==> src/rtl/mvu_pkg.sv <==
package mvu_pkg;
  typedef enum logic [1:0] {
    RG_MASK = 2'd0,
    RG_PEND = 2'd1,
    RG_VECT = 2'd2,
    RG_NONE = 2'd3
  } mvu_region_e;
endpackage

==> src/rtl/mvu_reset_sync.sv <==
module mvu_reset_sync #(
  parameter int STAGES = 2
) (
  input  logic clk,
  input  logic rst_n,
  output logic rst_sync_n
);
  logic [STAGES-1:0] sync_q;

  always_ff @(posedge clk or negedge rst_n) begin
    if (!rst_n) sync_q <= '0;
    else        sync_q <= {sync_q[STAGES-2:0], 1'b1};
  end

  assign rst_sync_n = sync_q[STAGES-1];
endmodule

==> src/rtl/mvu_pending_bank.sv <==
module mvu_pending_bank #(
  parameter int NUM_SRC = 20
) (
  input  logic               clk,
  input  logic               rst_n,
  input  logic [NUM_SRC-1:0] evt_i,
  input  logic [NUM_SRC-1:0] clr_i,
  output logic [NUM_SRC-1:0] pend_q
);
  logic [NUM_SRC-1:0] pend_n;
  logic               pend_we;

  // a new event overrides a clear of the same bit
  always_comb begin
    pend_n  = (pend_q & ~clr_i) | evt_i;
    pend_we = |(pend_n ^ pend_q);
  end

  always_ff @(posedge clk or negedge rst_n) begin
    if (!rst_n)       pend_q <= '0;
    else if (pend_we) pend_q <= pend_n;
  end
endmodule

==> src/rtl/mvu_prio_enc.sv <==
module mvu_prio_enc #(
  parameter int NUM_SRC = 20,
  parameter int VEC_W   = 5
) (
  input  logic [NUM_SRC-1:0] pend_i,
  input  logic [NUM_SRC-1:0] mask_i,
  output logic [VEC_W-1:0]   vec_o,
  output logic [NUM_SRC-1:0] grant_o,
  output logic               irq_o
);
  logic [NUM_SRC-1:0] req;

  always_comb begin
    req     = pend_i & mask_i;
    vec_o   = '0;
    grant_o = '0;
    // scan from the top so the lowest index is the last to win
    for (int i = NUM_SRC - 1; i >= 0; i--) begin
      if (req[i]) begin
        vec_o      = VEC_W'(i + 1);
        grant_o    = '0;
        grant_o[i] = 1'b1;
      end
    end
    irq_o = |req;
  end
endmodule

==> src/rtl/mvu_regport.sv <==
module mvu_regport
  import mvu_pkg::*;
#(
  parameter int NUM_SRC   = 20,
  parameter int DATA_W    = 16,
  parameter int ADDR_W    = 3,
  parameter int VEC_W     = 5,
  parameter int NUM_WORDS = 2
) (
  input  logic               clk,
  input  logic               rst_n,
  input  logic               wr_en,
  input  logic               rd_en,
  input  logic [ADDR_W-1:0]  addr,
  input  logic [DATA_W-1:0]  wdata,
  input  logic [NUM_SRC-1:0] pend_i,
  input  logic [VEC_W-1:0]   vec_i,
  input  logic [NUM_SRC-1:0] grant_i,
  output logic [NUM_SRC-1:0] mask_q,
  output logic [NUM_SRC-1:0] clr_o,
  output logic [DATA_W-1:0]  rd_data
);
  mvu_region_e        region;
  int                 widx;
  logic [NUM_SRC-1:0] mask_n;
  logic               mask_we;
  logic [DATA_W-1:0]  rd_sel;
  logic [DATA_W-1:0]  rd_n;
  logic [DATA_W-1:0]  rd_q;

  // address decode: enable words, pending words, then the vector
  always_comb begin
    int a;
    a      = int'(addr);
    region = RG_NONE;
    widx   = 0;
    if (a < NUM_WORDS) begin
      region = RG_MASK;
      widx   = a;
    end else if (a < 2 * NUM_WORDS) begin
      region = RG_PEND;
      widx   = a - NUM_WORDS;
    end else if (a == 2 * NUM_WORDS) begin
      region = RG_VECT;
    end
  end

  // enable write and pending clear generation
  always_comb begin
    mask_n = mask_q;
    clr_o  = '0;
    for (int i = 0; i < NUM_SRC; i++) begin
      if ((i / DATA_W) == widx) begin
        if (wr_en && region == RG_MASK) mask_n[i] = wdata[i % DATA_W];
        if (wr_en && region == RG_PEND) clr_o[i]  = wdata[i % DATA_W];
      end
    end
    if (rd_en && region == RG_VECT) clr_o = clr_o | grant_i;
    mask_we = wr_en && (region == RG_MASK);
  end

  // read selection
  always_comb begin
    rd_sel = '0;
    case (region)
      RG_MASK, RG_PEND: begin
        for (int j = 0; j < DATA_W; j++) begin
          if (widx * DATA_W + j < NUM_SRC) begin
            rd_sel[j] = (region == RG_MASK) ? mask_q[widx * DATA_W + j]
                                            : pend_i[widx * DATA_W + j];
          end
        end
      end
      RG_VECT: rd_sel[VEC_W-1:0] = vec_i;
      default: rd_sel = '0;
    endcase
    rd_n = rd_en ? rd_sel : rd_q;
  end

  always_ff @(posedge clk or negedge rst_n) begin
    if (!rst_n)       mask_q <= '0;
    else if (mask_we) mask_q <= mask_n;
  end

  always_ff @(posedge clk or negedge rst_n) begin
    if (!rst_n)     rd_q <= '0;
    else if (rd_en) rd_q <= rd_n;
  end

  assign rd_data = rd_q;
endmodule

==> src/rtl/mux_irq_vector_unit.sv <==
module mux_irq_vector_unit #(
  parameter int NUM_SRC = 20,
  parameter int DATA_W  = 16,
  parameter int ADDR_W  = 3
) (
  input  logic               clk,
  input  logic               rst_n,
  input  logic [NUM_SRC-1:0] evt_i,
  input  logic               wr_en,
  input  logic               rd_en,
  input  logic [ADDR_W-1:0]  addr,
  input  logic [DATA_W-1:0]  wdata,
  output logic [DATA_W-1:0]  rd_data,
  output logic               irq_o
);
  localparam int NUM_WORDS = (NUM_SRC + DATA_W - 1) / DATA_W;
  localparam int VEC_W     = $clog2(NUM_SRC + 1);

  logic               rst_sync_n;
  logic [NUM_SRC-1:0] pend_q;
  logic [NUM_SRC-1:0] mask_q;
  logic [NUM_SRC-1:0] clr;
  logic [NUM_SRC-1:0] grant;
  logic [VEC_W-1:0]   vec;

  mvu_reset_sync #(.STAGES(2)) u_rst (
    .clk(clk), .rst_n(rst_n), .rst_sync_n(rst_sync_n)
  );

  mvu_pending_bank #(.NUM_SRC(NUM_SRC)) u_pend (
    .clk(clk), .rst_n(rst_sync_n), .evt_i(evt_i), .clr_i(clr), .pend_q(pend_q)
  );

  mvu_prio_enc #(.NUM_SRC(NUM_SRC), .VEC_W(VEC_W)) u_enc (
    .pend_i(pend_q), .mask_i(mask_q), .vec_o(vec), .grant_o(grant), .irq_o(irq_o)
  );

  mvu_regport #(
    .NUM_SRC(NUM_SRC), .DATA_W(DATA_W), .ADDR_W(ADDR_W),
    .VEC_W(VEC_W), .NUM_WORDS(NUM_WORDS)
  ) u_port (
    .clk(clk), .rst_n(rst_sync_n), .wr_en(wr_en), .rd_en(rd_en), .addr(addr),
    .wdata(wdata), .pend_i(pend_q), .vec_i(vec), .grant_i(grant),
    .mask_q(mask_q), .clr_o(clr), .rd_data(rd_data)
  );
endmodule

==> config.mk <==
export PLATFORM = sky130hd
export DESIGN_NAME = mux_irq_vector_unit
export DESIGN_NICKNAME = d
export VERILOG_FILES = /design/src/rtl/mvu_pkg.sv /design/src/rtl/mvu_reset_sync.sv /design/src/rtl/mvu_pending_bank.sv /design/src/rtl/mvu_prio_enc.sv /design/src/rtl/mvu_regport.sv /design/src/rtl/mux_irq_vector_unit.sv
export SDC_FILE = /design/constraint.sdc
export NUM_CORES = 1
export LEC_CHECK = 0
export ABC_AREA = 1
export BUFFER_PORTS_ARGS = -buffer_cell sky130_fd_sc_hd__buf_2
export CAP_MARGIN = 25
export CORE_MARGIN = 1
export CORE_UTILIZATION = 51
export DETAILED_ROUTE_END_ITERATION = 10
export PLACE_DENSITY = 0.84
export SLEW_MARGIN = 0
export SYNTH_ARGS = -nofsm -noshare
export SYNTH_HDL_FRONTEND = slang
export SYNTH_HIERARCHICAL = 1
export SYNTH_SLANG_ARGS = --single-unit
==> constraint.sdc <==
create_clock -name clk -period 1.85 [get_ports clk]
set_input_delay 0.2775 -clock clk [delete_from_list [all_inputs] [get_ports clk]]
set_output_delay 0.2775 -clock clk [all_outputs]
set_load 0.02 [all_outputs]
==> impl_metrics.env <==
export IMPL_antenna_found_initial=0
export IMPL_ys_seq_area_frac=0.403
export IMPL_drv_cap=0
export IMPL_yosys_top_cells_count="nand2_1 (152), inv_1 (84), dfrtp_1 (58), nor2_1 (45), nand3_1 (40)"
export IMPL_critical_path_class="reg -> reg"
export IMPL_synth_top_area_share=0.403
export IMPL_critPathMaxStageDelay_ns=0.39
export IMPL_dieArea_sq_um=7410
export IMPL_routed_via_count=3671
export IMPL_cts_sinks=58
export IMPL_htreeDepth=3
export IMPL_start_util=0.530
export IMPL_synth_edff_count=0
export IMPL_path_cells="nand2_2 -> inv_4 -> nor2_4 -> nand4_4 -> nor2_4 -> buf_6 -> nand2_4 -> nor4_4 -> nand3_1 -> nand2_1 -> inv_1 -> nand2_1 -> nand2_1"
export IMPL_grt_overflow_total=0
export IMPL_rrSetupSlack_ns=0.005
export IMPL_drv_slew=0
export IMPL_netlist_top_cells_area="dfrtp_1 (40%), nand2_1 (16%), inv_1 (8.8%)"
export IMPL_io_pins=60
export IMPL_via_per_inst=5.24
export IMPL_final_period_utilization=0.997
export IMPL_gp_congestion=0.906
export IMPL_fin_skew_ns=0.00842
export IMPL_p_per_area_nw_per_um2=866
export IMPL_root_buffer="clkbuf_8"
export IMPL_clock_latency_ns=0.34
export IMPL_die_h_um=86.1
export IMPL_diodes=0
export IMPL_instances_no_fill=700
export IMPL_syn_area_per_cell_sq_um=7.12
export IMPL_dp_slack_ns=0.0694
export IMPL_ys_flop_type="dfrtp_1"
export IMPL_grt_use_total=0.271
export IMPL_rsz0062_at_grt="true"
export IMPL_yosysWarnings=6
export IMPL_clk_pin_slew_ns=0.07
export IMPL_crit_arrival_ns=2.07
export IMPL_postLayoutSetupSlackWorst_ns=0.00521
export IMPL_area_growth_pct=24.5
export IMPL_tightestPinTransition_ns=0.535
export IMPL_grt_pass1_vias=3353
export IMPL_leakagePower_uw=0.00246
export IMPL_fin_crit_ns=1.84
export IMPL_synth_seq_cells=58
export IMPL_clk_path_buf_depth=2
export IMPL_io_buffers=59
export IMPL_end_kind="flop"
export IMPL_drt_initial_drc_count=316
export IMPL_cts_tree="done"
export IMPL_setup_violations=0
export IMPL_drive_above_1_share=0.290
export IMPL_syn_inst=506
export IMPL_ys_types=32
export IMPL_hpwl_um=6620
export IMPL_grt_max_degree=37
export IMPL_cpMaxStageDelayCell="dfrtp_1"
export IMPL_dp_cells=658
export IMPL_max_freq_mhz=542
export IMPL_synth_net_count=549
export IMPL_hold_slack_ns=0.114
export IMPL_num_rows=30
export IMPL_finalWirelength_um=9810
export IMPL_drt_pass1_iterations=6
export IMPL_wire_per_inst_um=14.0
export IMPL_status="finished clean"
export IMPL_async_reset_ff_frac=1.00
export IMPL_antenna_left=0
export IMPL_crit_fanout=4
export IMPL_crit_path_frequent_cell="nand2_1"
export IMPL_setup_tns_ns=0
export IMPL_post_synth_top_count_cell="nand2_1"
export IMPL_synth_area_sq_um=3600
export IMPL_ir_drop_mv=0.433
export IMPL_grt_pass1_wl_um=15500
export IMPL_cts_buffers=9
export IMPL_core_sq_um=6790
export IMPL_hold_violations=0
export IMPL_critical_path_required_ns=2.08
export IMPL_drc_errors=0
export IMPL_utilization=0.660
export IMPL_critPathLaunchType="flop"
export IMPL_hold_class="in -> reg"
export IMPL_relSlewSlack=0.643
export IMPL_yosys_area_top_type="dfrtp_1"
export IMPL_die_w_um=86.1
export IMPL_final_nets=643
## flip-flops by register name, summed over array words and instances, names as in the netlist
name / cells
u_rst/sync_q: 2
u_port/rd_data: 16
u_pend/pend_q: 20
u_port/mask_q: 20
## through the flow
step / cell area [sq um] / power, uW
2_1_floorplan: 3600 / 2210
3_3_place_gp: 4010 / 2480
3_5_place_dp: 4010 / 2500
4_1_cts: 4310 / 3720
5_1_grt: 4490 / 4080
6_report: 4490 / 3880
## critical path, delay by kind of cell, from the launching register on
family | cells | cell delay [ns]
buffers and inverters | 3 | 0.23
and+or+nand+nor | 10 | 1.12
DFF | 1 | 0.39
## power by group
part / internal [uW] / leakage, uW / switching (uW)
logic: 458 / 0.00170 / 775
registers: 1400 / 0.000663 / 114
clock network: 648 / 0.0000962 / 492
total: 2500 / 0.00246 / 1380
## layer usage
metal,track usage,wire (um),vias to the layer above
li1,-,-,1754
met1,0.353,4180,1706
met2,0.443,4760,179
met3,0.0433,642,32
met4,0.121,229,0
met5,0,0,-
## layout make-up
type / instances / area [sq um]
clock buffers: 12 / 145
clock inverters: 3 / 40.0
fillers: 592 / 2310
inverters: 92 / 348
multi-input cells: 341 / 1770
flip-flops and latches: 58 / 1450
well taps: 96 / 120
repair buffers: 98 / 613
## logic make-up (layout without fill, tap and decap cells)
group | after synthesis | count (layout) | synth area share
AOI/OAI and AO/OA | 62 | 62 | 0.107
buffers and inverters | 107 | 205 | 0.127
and+or+nand+nor | 278 | 278 | 0.362
DFF | 58 | 58 | 0.403
other | 1 | 1 | 0.00104
## placed cells by master, fill, tap and decap left out, types with 2 or more instances in the layout
master and instances:
nor2_4 6, nand2_1 147, clkbuf_8 10, nand2_2 18, o31ai_1 11, dfrtp_1 57, nor4_4 3, nand4_1 2
clkinv_2 2, buf_4 36, inv_1 81, nand3_1 39, o21ai_1 3, o21ai_0 24, nor3_4 2, nor3_2 4
o211ai_1 3, nor2_1 45, inv_2 10, buf_2 58, clkbuf_1 2, o21ai_2 10, nor3_1 2, a21oi_1 9
buf_6 2, nand2_4 5
## worst paths after layout
check	cells after the start	endpoint	startpoint
max in group asynchronous	1	u_port/mask_q[2]	u_rst/sync_q[1]
min reg2reg	0	u_port/mask_q[6]	u_rst/sync_q[1]
min	3	u_pend/pend_q[13]	evt_i[13]
min in group asynchronous	0	u_port/mask_q[6]	u_rst/sync_q[1]
max	13	u_pend/pend_q[19]	u_port/mask_q[0]
max reg2reg	13	u_pend/pend_q[19]	u_port/mask_q[0]
## repair_timing
| action | CTS | global route |
|---|---|---|
| pin swaps | 7 | 17 |
| buffers inserted | 11 | 15 |
| endpoints found under the hold margin | 2 | 0 |
| setup endpoints to repair | 1 | 11 |
| gates resized for setup | 8 | 14 |
| hold buffers | 1 | 0 |
Power figures use the tool's default switching activity.
